===== config.mk =====
export PLATFORM = sky130hd
export DESIGN_NAME = usb_irq_tree
export DESIGN_NICKNAME = d
export VERILOG_FILES = /design/src/rtl/usb_irq_pkg.sv /design/src/rtl/usb_irq_chan_slice.sv /design/src/rtl/usb_irq_core_unit.sv /design/src/rtl/usb_irq_tree.sv
export SDC_FILE = /design/constraint.sdc
export NUM_CORES = 1
export LEC_CHECK = 0
export ABC_AREA = 1
export ABC_CLOCK_PERIOD_IN_PS = 3600
export BUFFER_PORTS_ARGS = -buffer_cell sky130_fd_sc_hd__buf_2
export CORE_MARGIN = 4
export CORE_UTILIZATION = 35
export CTS_CLUSTER_DIAMETER = 150
export DETAILED_ROUTE_END_ITERATION = 12
export PLACE_DENSITY = 0.6
export SLEW_MARGIN = 20
export SYNTH_ARGS = -nofsm -noshare
export SYNTH_HDL_FRONTEND = slang
export SYNTH_HIERARCHICAL = 1
export SYNTH_SLANG_ARGS = --single-unit

===== constraint.sdc =====
create_clock -name clk_i -period 3.6 [get_ports clk_i]
set_input_delay 1.08 -clock clk_i [delete_from_list [all_inputs] [get_ports clk_i]]
set_output_delay 1.08 -clock clk_i [all_outputs]
set_load 0.05 [all_outputs]

===== src/rtl/usb_irq_pkg.sv =====
package usb_irq_pkg;
   localparam int unsigned DATA_W     = 32;
   localparam int unsigned ADDR_W     = 6;
   localparam int unsigned CH_STAT_W  = 14;
   localparam int unsigned MAX_CH     = 16;

   // core register bit positions
   localparam int unsigned CORE_SOF_BIT  = 3;
   localparam int unsigned CORE_PORT_BIT = 24;
   localparam int unsigned CORE_CHAN_BIT = 25;
   localparam int unsigned CORE_DISC_BIT = 29;

   // word addresses
   localparam logic [ADDR_W-1:0] A_CFG   = 6'h00;
   localparam logic [ADDR_W-1:0] A_CORE  = 6'h01;
   localparam logic [ADDR_W-1:0] A_CMASK = 6'h02;
   localparam logic [ADDR_W-1:0] A_PORT  = 6'h03;
   localparam logic [ADDR_W-1:0] A_PEND  = 6'h04;
   localparam logic [ADDR_W-1:0] A_AMASK = 6'h05;
   localparam logic [1:0]        R_STAT  = 2'b10;  // 0x20..0x2F
   localparam logic [1:0]        R_MASK  = 2'b11;  // 0x30..0x3F

   typedef enum logic [1:0] {
      SRC_NONE = 2'd0,
      SRC_STAT = 2'd1,
      SRC_MASK = 2'd2
   } ch_access_e;
endpackage


===== src/rtl/usb_irq_chan_slice.sv =====
module usb_irq_chan_slice #(
   parameter int unsigned SW = 14
) (
   input  logic          clk_i,
   input  logic          rst_ni,
   input  logic [SW-1:0] evt_i,
   input  logic          stat_wr_i,
   input  logic          mask_wr_i,
   input  logic [SW-1:0] wdata_i,
   output logic [SW-1:0] stat_o,
   output logic [SW-1:0] mask_o,
   output logic          pend_o
);
   logic [SW-1:0] stat_q, mask_q, clr_v;

   assign clr_v = stat_wr_i ? wdata_i : '0;

   always_ff @(posedge clk_i or negedge rst_ni) begin
      if (!rst_ni) begin
         stat_q <= '0;
         mask_q <= '0;
      end else begin
         stat_q <= (stat_q & ~clr_v) | evt_i;
         if (mask_wr_i) mask_q <= wdata_i;
      end
   end

   assign stat_o = stat_q;
   assign mask_o = mask_q;
   assign pend_o = |(stat_q & mask_q);

   AST_EVT_SETS_BIT: assert property (@(posedge clk_i) disable iff (!rst_ni)
      (evt_i != '0) |=> ((stat_q & $past(evt_i)) == $past(evt_i)));
   AST_W1C_CLEARS: assert property (@(posedge clk_i) disable iff (!rst_ni)
      (stat_wr_i && wdata_i == '1 && evt_i == '0) |=> (stat_q == '0));
endmodule


===== src/rtl/usb_irq_core_unit.sv =====
module usb_irq_core_unit
   import usb_irq_pkg::*;
#(
   parameter int unsigned NUM_CH = 8
) (
   input  logic              clk_i,
   input  logic              rst_ni,
   input  logic              sof_evt_i,
   input  logic              port_evt_i,
   input  logic              disc_evt_i,
   input  logic              cfg_wr_i,
   input  logic              core_wr_i,
   input  logic              cmask_wr_i,
   input  logic              port_wr_i,
   input  logic              amask_wr_i,
   input  logic [DATA_W-1:0] wdata_i,
   input  logic [NUM_CH-1:0] chan_pend_i,
   output logic [DATA_W-1:0] cfg_o,
   output logic [DATA_W-1:0] core_o,
   output logic [DATA_W-1:0] cmask_o,
   output logic [DATA_W-1:0] port_o,
   output logic [DATA_W-1:0] amask_o,
   output logic              irq_o
);
   logic              gen_q, sof_q, disc_q, port_q, irq_q;
   logic [3:0]        cmask_q;     // {disc, chan, port, sof}
   logic [NUM_CH-1:0] amask_q;
   logic              chan_sum;
   logic [3:0]        src_v;
   logic              unused_wdata;

   assign unused_wdata = ^wdata_i;
   assign chan_sum     = |(chan_pend_i & amask_q);
   assign src_v        = {disc_q, chan_sum, port_q, sof_q};

   always_ff @(posedge clk_i or negedge rst_ni) begin
      if (!rst_ni) begin
         gen_q   <= 1'b0;
         sof_q   <= 1'b0;
         disc_q  <= 1'b0;
         port_q  <= 1'b0;
         cmask_q <= '0;
         amask_q <= '0;
         irq_q   <= 1'b0;
      end else begin
         sof_q  <= sof_evt_i  | (sof_q  & ~(core_wr_i & wdata_i[CORE_SOF_BIT]));
         disc_q <= disc_evt_i | (disc_q & ~(core_wr_i & wdata_i[CORE_DISC_BIT]));
         port_q <= port_evt_i | (port_q & ~(port_wr_i & wdata_i[0]));
         if (cfg_wr_i)   gen_q   <= wdata_i[0];
         if (cmask_wr_i) cmask_q <= {wdata_i[CORE_DISC_BIT], wdata_i[CORE_CHAN_BIT],
                                     wdata_i[CORE_PORT_BIT], wdata_i[CORE_SOF_BIT]};
         if (amask_wr_i) amask_q <= wdata_i[NUM_CH-1:0];
         irq_q <= gen_q & |(src_v & cmask_q);
      end
   end

   always_comb begin
      cfg_o   = '0;
      cfg_o[0] = gen_q;
      core_o  = '0;
      core_o[CORE_SOF_BIT]  = sof_q;
      core_o[CORE_PORT_BIT] = port_q;
      core_o[CORE_CHAN_BIT] = chan_sum;
      core_o[CORE_DISC_BIT] = disc_q;
      cmask_o = '0;
      cmask_o[CORE_SOF_BIT]  = cmask_q[0];
      cmask_o[CORE_PORT_BIT] = cmask_q[1];
      cmask_o[CORE_CHAN_BIT] = cmask_q[2];
      cmask_o[CORE_DISC_BIT] = cmask_q[3];
      port_o  = '0;
      port_o[0] = port_q;
      amask_o = '0;
      amask_o[NUM_CH-1:0] = amask_q;
   end

   assign irq_o = irq_q;

   AST_IRQ_NEEDS_ENABLE: assert property (@(posedge clk_i) disable iff (!rst_ni)
      irq_q |-> $past(gen_q));
   AST_PORT_SUMMARY_HOLDS: assert property (@(posedge clk_i) disable iff (!rst_ni)
      (core_wr_i && port_q && !port_wr_i) |=> port_q);
   AST_SOF_SETS: assert property (@(posedge clk_i) disable iff (!rst_ni)
      sof_evt_i |=> sof_q);
endmodule


===== src/rtl/usb_irq_tree.sv =====
module usb_irq_tree
   import usb_irq_pkg::*;
#(
   parameter int unsigned NUM_CH = 8
) (
   input  logic                        clk_i,
   input  logic                        rst_ni,
   input  logic                        wr_en_i,
   input  logic [5:0]                  addr_i,
   input  logic [31:0]                 wdata_i,
   output logic [31:0]                 rdata_o,
   input  logic [NUM_CH*CH_STAT_W-1:0] ch_evt_i,
   input  logic                        sof_evt_i,
   input  logic                        port_evt_i,
   input  logic                        disc_evt_i,
   output logic                        irq_o
);
   localparam int unsigned SW = CH_STAT_W;

   if (NUM_CH < 1 || NUM_CH > MAX_CH) begin : g_bad_num_ch
      $error("usb_irq_tree: NUM_CH must lie in 1..16");
   end

   logic [SW-1:0]     stat_a [NUM_CH];
   logic [SW-1:0]     mask_a [NUM_CH];
   logic [NUM_CH-1:0] pend_v;
   logic [NUM_CH-1:0] stat_wr_v, mask_wr_v;
   logic [DATA_W-1:0] cfg_w, core_w, cmask_w, port_w, amask_w;
   ch_access_e        acc;

   always_comb begin
      unique case (addr_i[5:4])
         R_STAT:  acc = SRC_STAT;
         R_MASK:  acc = SRC_MASK;
         default: acc = SRC_NONE;
      endcase
   end

   for (genvar i = 0; i < NUM_CH; i++) begin : g_ch
      assign stat_wr_v[i] = wr_en_i && acc == SRC_STAT && addr_i[3:0] == 4'(i);
      assign mask_wr_v[i] = wr_en_i && acc == SRC_MASK && addr_i[3:0] == 4'(i);

      usb_irq_chan_slice #(.SW(SW)) u_slice (
         .clk_i     (clk_i),
         .rst_ni    (rst_ni),
         .evt_i     (ch_evt_i[i*SW +: SW]),
         .stat_wr_i (stat_wr_v[i]),
         .mask_wr_i (mask_wr_v[i]),
         .wdata_i   (wdata_i[SW-1:0]),
         .stat_o    (stat_a[i]),
         .mask_o    (mask_a[i]),
         .pend_o    (pend_v[i])
      );

      AST_PEND_HAS_STATUS: assert property (@(posedge clk_i) disable iff (!rst_ni)
         pend_v[i] |-> (stat_a[i] != '0));
   end

   usb_irq_core_unit #(.NUM_CH(NUM_CH)) u_core (
      .clk_i       (clk_i),
      .rst_ni      (rst_ni),
      .sof_evt_i   (sof_evt_i),
      .port_evt_i  (port_evt_i),
      .disc_evt_i  (disc_evt_i),
      .cfg_wr_i    (wr_en_i && addr_i == A_CFG),
      .core_wr_i   (wr_en_i && addr_i == A_CORE),
      .cmask_wr_i  (wr_en_i && addr_i == A_CMASK),
      .port_wr_i   (wr_en_i && addr_i == A_PORT),
      .amask_wr_i  (wr_en_i && addr_i == A_AMASK),
      .wdata_i     (wdata_i),
      .chan_pend_i (pend_v),
      .cfg_o       (cfg_w),
      .core_o      (core_w),
      .cmask_o     (cmask_w),
      .port_o      (port_w),
      .amask_o     (amask_w),
      .irq_o       (irq_o)
   );

   always_comb begin
      rdata_o = '0;
      case (acc)
         SRC_STAT: begin
            for (int i = 0; i < NUM_CH; i++)
               if (addr_i[3:0] == 4'(i)) rdata_o[SW-1:0] = stat_a[i];
         end
         SRC_MASK: begin
            for (int i = 0; i < NUM_CH; i++)
               if (addr_i[3:0] == 4'(i)) rdata_o[SW-1:0] = mask_a[i];
         end
         default: begin
            case (addr_i)
               A_CFG:   rdata_o = cfg_w;
               A_CORE:  rdata_o = core_w;
               A_CMASK: rdata_o = cmask_w;
               A_PORT:  rdata_o = port_w;
               A_PEND:  rdata_o[NUM_CH-1:0] = pend_v;
               A_AMASK: rdata_o = amask_w;
               default: rdata_o = '0;
            endcase
         end
      endcase
   end
endmodule


# [After elaboration in Yosys (flattened, before gate mapping)]
# Cells that the tools add are included.
[word_totals] register_bits=241 input_bits=156 wordCells=151
[op_classes] n_eq_ne=16 n_mux=29 bitwise=47 reduce_logical=36
[ops] operator="$mux W14" n=24
[ops] operator="$and A14 B14 Y14" n=16
[ops] operator="$not A14 Y14" n=8
[ops] operator="$or A14 B14 Y14" n=8
[ops] operator="$reduce_or A14 Y1" n=8
[ops] operator="$pmux W8 S6" n=1
[ops] operator="$pmux W22 S2" n=1
[ops] operator="$pmux W14 S2" n=1
[ops] operator="$logic_and A1 B1 Y1" n=23
[ops] operator="$mux W18" n=1
[ops] operator="$eq A4 B3 Y1 const B" n=4
[ops] operator="$eq A6 B2 Y1 const B" n=2
[ops] operator="$eq A6 B3 Y1 const B" n=2
[ops] operator="$and A8 B8 Y8" n=1
[ops] operator="$eq A4 B2 Y1 const B" n=2
[ops] operator="$reduce_or A8 Y1" n=1
[ops] operator="$and A1 B1 Y1" n=7
[ops] operator="$eq A2 B2 Y1 const B" n=3
[ops] operator="$eq A6 B1 Y1 const B" n=1
[ops] operator="$logic_not A6 Y1" n=1
[ops] operator="$and A4 B4 Y4" n=1
[ops] operator="$eq A4 B1 Y1 const B" n=1
[ops] operator="$logic_not A4 Y1" n=1
[ops] operator="$pmux W2 S2" n=1
[ops] operator="other kinds (5)" n=9

# [Longest topological paths before layout]
[logic_depth] ltp_word=10 depth_mapped=13

# [Modules after synthesis]
# The synthesis kept the hierarchy.
[by_module_without_submodules] module="usb_irq_chan_slice" instances=8 cells_each=105 area_each_um2=1156.1 seq_area_each_um2=700.7
[by_module_without_submodules] module="usb_irq_tree" instances=1 cells_each=735 area_each_um2=3467.1 seq_area_each_um2=0.0
[by_module_without_submodules] module="usb_irq_core_unit" instances=1 cells_each=209 area_each_um2=1850.5 seq_area_each_um2=425.4

# [Worst setup path before layout]
# No wires, ideal clock.
[synth_timing] path_type="input to output" from="input port addr_i[0]" to="output port rdata_o[2]" arrival_time_ns=2.515 required_time_ns=2.520 slack_ns=0.005 cell_stages=11 n_path_buf=2 cell_sequence="buf_4 > nor2_2 > nand2_2 > inv_2 > buf_2 > nand2_1 > nand4_1 > nand2_1 > nand2_1 > nand2_1 > nand3_1"
[synth_between] elab_chain_len=10 word_cells_on_any_way=32 cone_classes="eq/ne (12); mux (18); reduce/logical (2)"
[synth_lines] element="start, declared" line="usb_irq_tree.sv:9" source="input logic [5:0] addr_i,"
[synth_lines] element="$logic_not A4 Y1" line="usb_irq_tree.sv:85, usb_irq_tree.sv:89"
[synth_lines] element="$mux W14 (on tied branches) (8 in a row)" line="usb_irq_tree.sv:89, usb_irq_tree.sv:85"
[synth_lines] element="$pmux W14 S2 (*)" line="usb_irq_tree.sv:82" source="case (acc)"
[synth_lines] element="end, declared" line="usb_irq_tree.sv:11" source="output logic [31:0] rdata_o,"
# Every way passes the cells marked *; elsewhere a longest branch is shown, timed or not.

# [Final worst setup path]
[layout_timing] from="input port addr_i[0]" to="output port rdata_o[12]"
# The elaborated chain is that of the path after synthesis.

==> impl_metrics.py <==
metrics = {
    "timing": {
        "tightest_slew_ns": 0.787,
        "rsz0062_at_grt": "true",
        "slew_violations": 0,
        "setup_viol": 12,
        "post-route-min-period_ns": 3.71,
        "finClkSkew_ns": 0.0205,
        "fmax_ghz": 0.270,
        "hold_viol": 0,
        "relSlewSlack_pct": 47.2,
        "setup_tns_ns": -0.631,
        "worst_slack_ns": -0.106,
        "timing.final.crit_share_pct": 103,
    },
    "logic_synthesis": {
        "syn_avg_cell_area_um2": 8.17,
        "synth_warnings": 6,
        "yosysUniqueCellTypes": 33,
        "postSynthCellCount": 1784,
        "syn-cell-area_um2": 14600,
        "ys_seq_elements": 241,
        "ys_seq_area_share_pct": 41.4,
    },
    "drt": {
        "wirelength_um": 47300,
        "vias": 12600,
        "route.met3.wl_um": 2430,
        "wl_met2_um": 23200,
        "ant_nets": 0,
        "wire_per_inst_um": 18.5,
        "viasPerCell": 4.93,
        "drt-pass1-iter-count": 6,
        "drt_iter0_drc": 934,
        "drt-met1-wl_um": 20400,
        "dr.max_layer_used": "met4",
        "drc": 0,
    },
    "final_layout": {
        "diodes": 0,
        "final_util_pct": 43.3,
        "fin_cells": 2558,
        "syn_to_final_growth_pct": 21.9,
        "seq_area_um2": 6030,
        "final_common_cell": "nand2_1",
        "layout-drive-gt1-share_pct": 27.2,
        "multi_input_area_um2": 7500,
        "most-common-layout-cells": "nand2_1, dfrtp_1, conb_1",
        "nets": 2164,
        "num-fill-cells": 4019,
    },
    "worst_setup_path": {
        "crit_fanout": 5,
        "ff2ff_path_depth": 12,
        "timing.reg2reg.setup_slack_ns": 1.94,
        "worst_r2r_endpoint": "u_core/irq_o",
        "worst_ep_required_time_ns": 2.52,
        "arrival_ns": 2.63,
        "start_kind": "input pin",
        "r2r_start": "g_ch[1].u_slice/stat_o[3]",
        "end_kind": "output port",
        "critPathLaunch": "addr_i[0]",
        "crit_type": "in2out",
        "critPathCapture": "rdata_o[12]",
    },
    "clock_tree": {
        "cts_tree": "built",
        "clock-root-buffer": "clkbuf_16",
        "cts_sinks": 241,
        "numCtsBuffers": 27,
        "insertion_delay_ns": 0.55,
        "htreeDepth": 1,
        "clk_pin_slew_ns": 0.06,
        "hold_buffers": 0,
        "clock_path_buffers": 3,
    },
    "place": {
        "post-dp-hpwl_um": 35100,
        "place_congestion": 0.905,
        "portBuffers": 158,
        "dp_cells": 2490,
    },
    "floorplan": {
        "ios": 189,
        "rows": 74,
        "dieArea_um2": 44900,
        "start_util_pct": 35.5,
        "die_w_um": 212,
        "core_um2": 41000,
        "die_h_um": 212,
    },
    "grt": {
        "grt_max_degree": 56,
        "grt_pass1_wl_um": 72600,
        "antenna_found_initial": 0,
        "grt_overflow": 0,
        "grtUsageTotal_pct": 20.8,
        "grt_pass1_vias": 12600,
    },
    "power": {
        "power.density_nw_per_um2": 402,
        "p_leak_nw": 8.40,
        "max-vdd-ir-drop_uv": 339,
        "p_total_mw": 7.13,
    },
    "job": {
        "maxCapViolations": 0,
    },
    "hold_path": {
        "hold_path.class": "in2async",
    },
    "outcome": {
        "violations": "setup timing",
        "outcome": "finished with violations",
    },
}
[critical path: stages]
cell and delay (ns):
buf_12 0.12, nor2_8 0.20, buf_6 0.15, nand2_8 0.07
or2_0 0.24, nand2_2 0.08, nand4_1 0.17, nand2_1 0.12
nand2_1 0.06, nand2_1 0.07, nand3_2 0.10, buf_12 0.17
[routing by layer]
layer / up-vias / global-route usage [%]
met4: 0 / 5.77
met2: 385 / 36.4
met1: 6155 / 27.7
met5: - / 0
li1: 5992 / -
met3: 85 / 1.79
[registers in the layout, indices dropped and copies added, names as in the netlist]
name,count
g_ch.u_slice/mask_o,112
g_ch.u_slice/stat_o,112
u_core/amask_q,8
u_core/cmask_q,4
u_core/disc_q,1
u_core/gen_q,1
u_core/irq_o,1
u_core/port_q,1
u_core/sof_q,1
[stage by stage]
stage	setup slack, ns	area, µm²	hold WS, ns
6_report	-0.106	17800	0.452
5_1_grt	-0.197	17800	0.470
4_1_cts	-0.0807	17500	0.448
3_5_place_dp	-0.328	16000	0.495
3_3_place_gp	-0.327	16000	0.486
2_1_floorplan	0.00495	15100	0.467
[power by group]
part	internal [mW]	switching [mW]
Clock	1.61	1.14
Combinational	0.539	0.794
Sequential	2.91	0.149
[cells by family (layout without fill, tap and decap cells)]
family,after synthesis,in the layout,share of synthesized area (%)
AND/OR/NAND/NOR,858,861,24.9
buffers and inverters,343,441,13.5
flip-flops,241,241,41.4
AO/OA/AOI/OAI,217,217,10.4
multiplexers,124,124,9.79
other,1,142,0.0257
[synthesized netlist by cell type (all sizes together)]
cell,number,area [µm²]
mux2,124,1430
o211ai,1,7.51
clkinv,2,7.51
a21oi,20,104
a22o,4,35.0
nand4,40,250
dfrtp,241,6030
a211oi,5,37.5
buf,198,1430
conb,1,3.75
clkbuf,15,56.3
nand3,122,611
a21o,115,863
inv,128,480
nand2,579,2190
a22oi,41,308
nor3,3,15.0
o21ai,31,155
or2,31,194
and3,2,12.5
nor2,81,355
[cell type report]
type | count | share of cell area [%]
Inverter | 130 | 2.85
Sequential cell | 241 | 34.0
Clock buffer | 38 | 4.49
Timing Repair Buffer | 264 | 12.3
Tap cell | 532 | 3.75
Multi-Input combinational cell | 1344 | 42.2
Clock inverter | 9 | 0.437
[repair_timing]
item / CTS / global route
buffers inserted: 8 / 4
endpoints found under the setup margin: 17 / 17
cloned: 6 / 3
gates resized for setup: 101 / 58
pin swaps: 26 / 41
[worst min path at each step]
stage / start / cells after the start / endpoint / slack, ns
2_1_floorplan: g_ch[2].u_slice/stat_o[5] / 1 / g_ch[2].u_slice/stat_o[5] / 0.47
3_3_place_gp: g_ch[5].u_slice/stat_o[0] / 1 / g_ch[5].u_slice/stat_o[0] / 0.49
3_5_place_dp: g_ch[7].u_slice/stat_o[0] / 1 / g_ch[7].u_slice/stat_o[0] / 0.49
4_1_cts: rst_ni / 1 / g_ch[2].u_slice/stat_o[9] / 0.45
5_1_grt: rst_ni / 1 / g_ch[2].u_slice/stat_o[9] / 0.47
6_report: rst_ni / 1 / g_ch[2].u_slice/stat_o[9] / 0.45
Note: power is estimated with default switching activity, not from simulation.
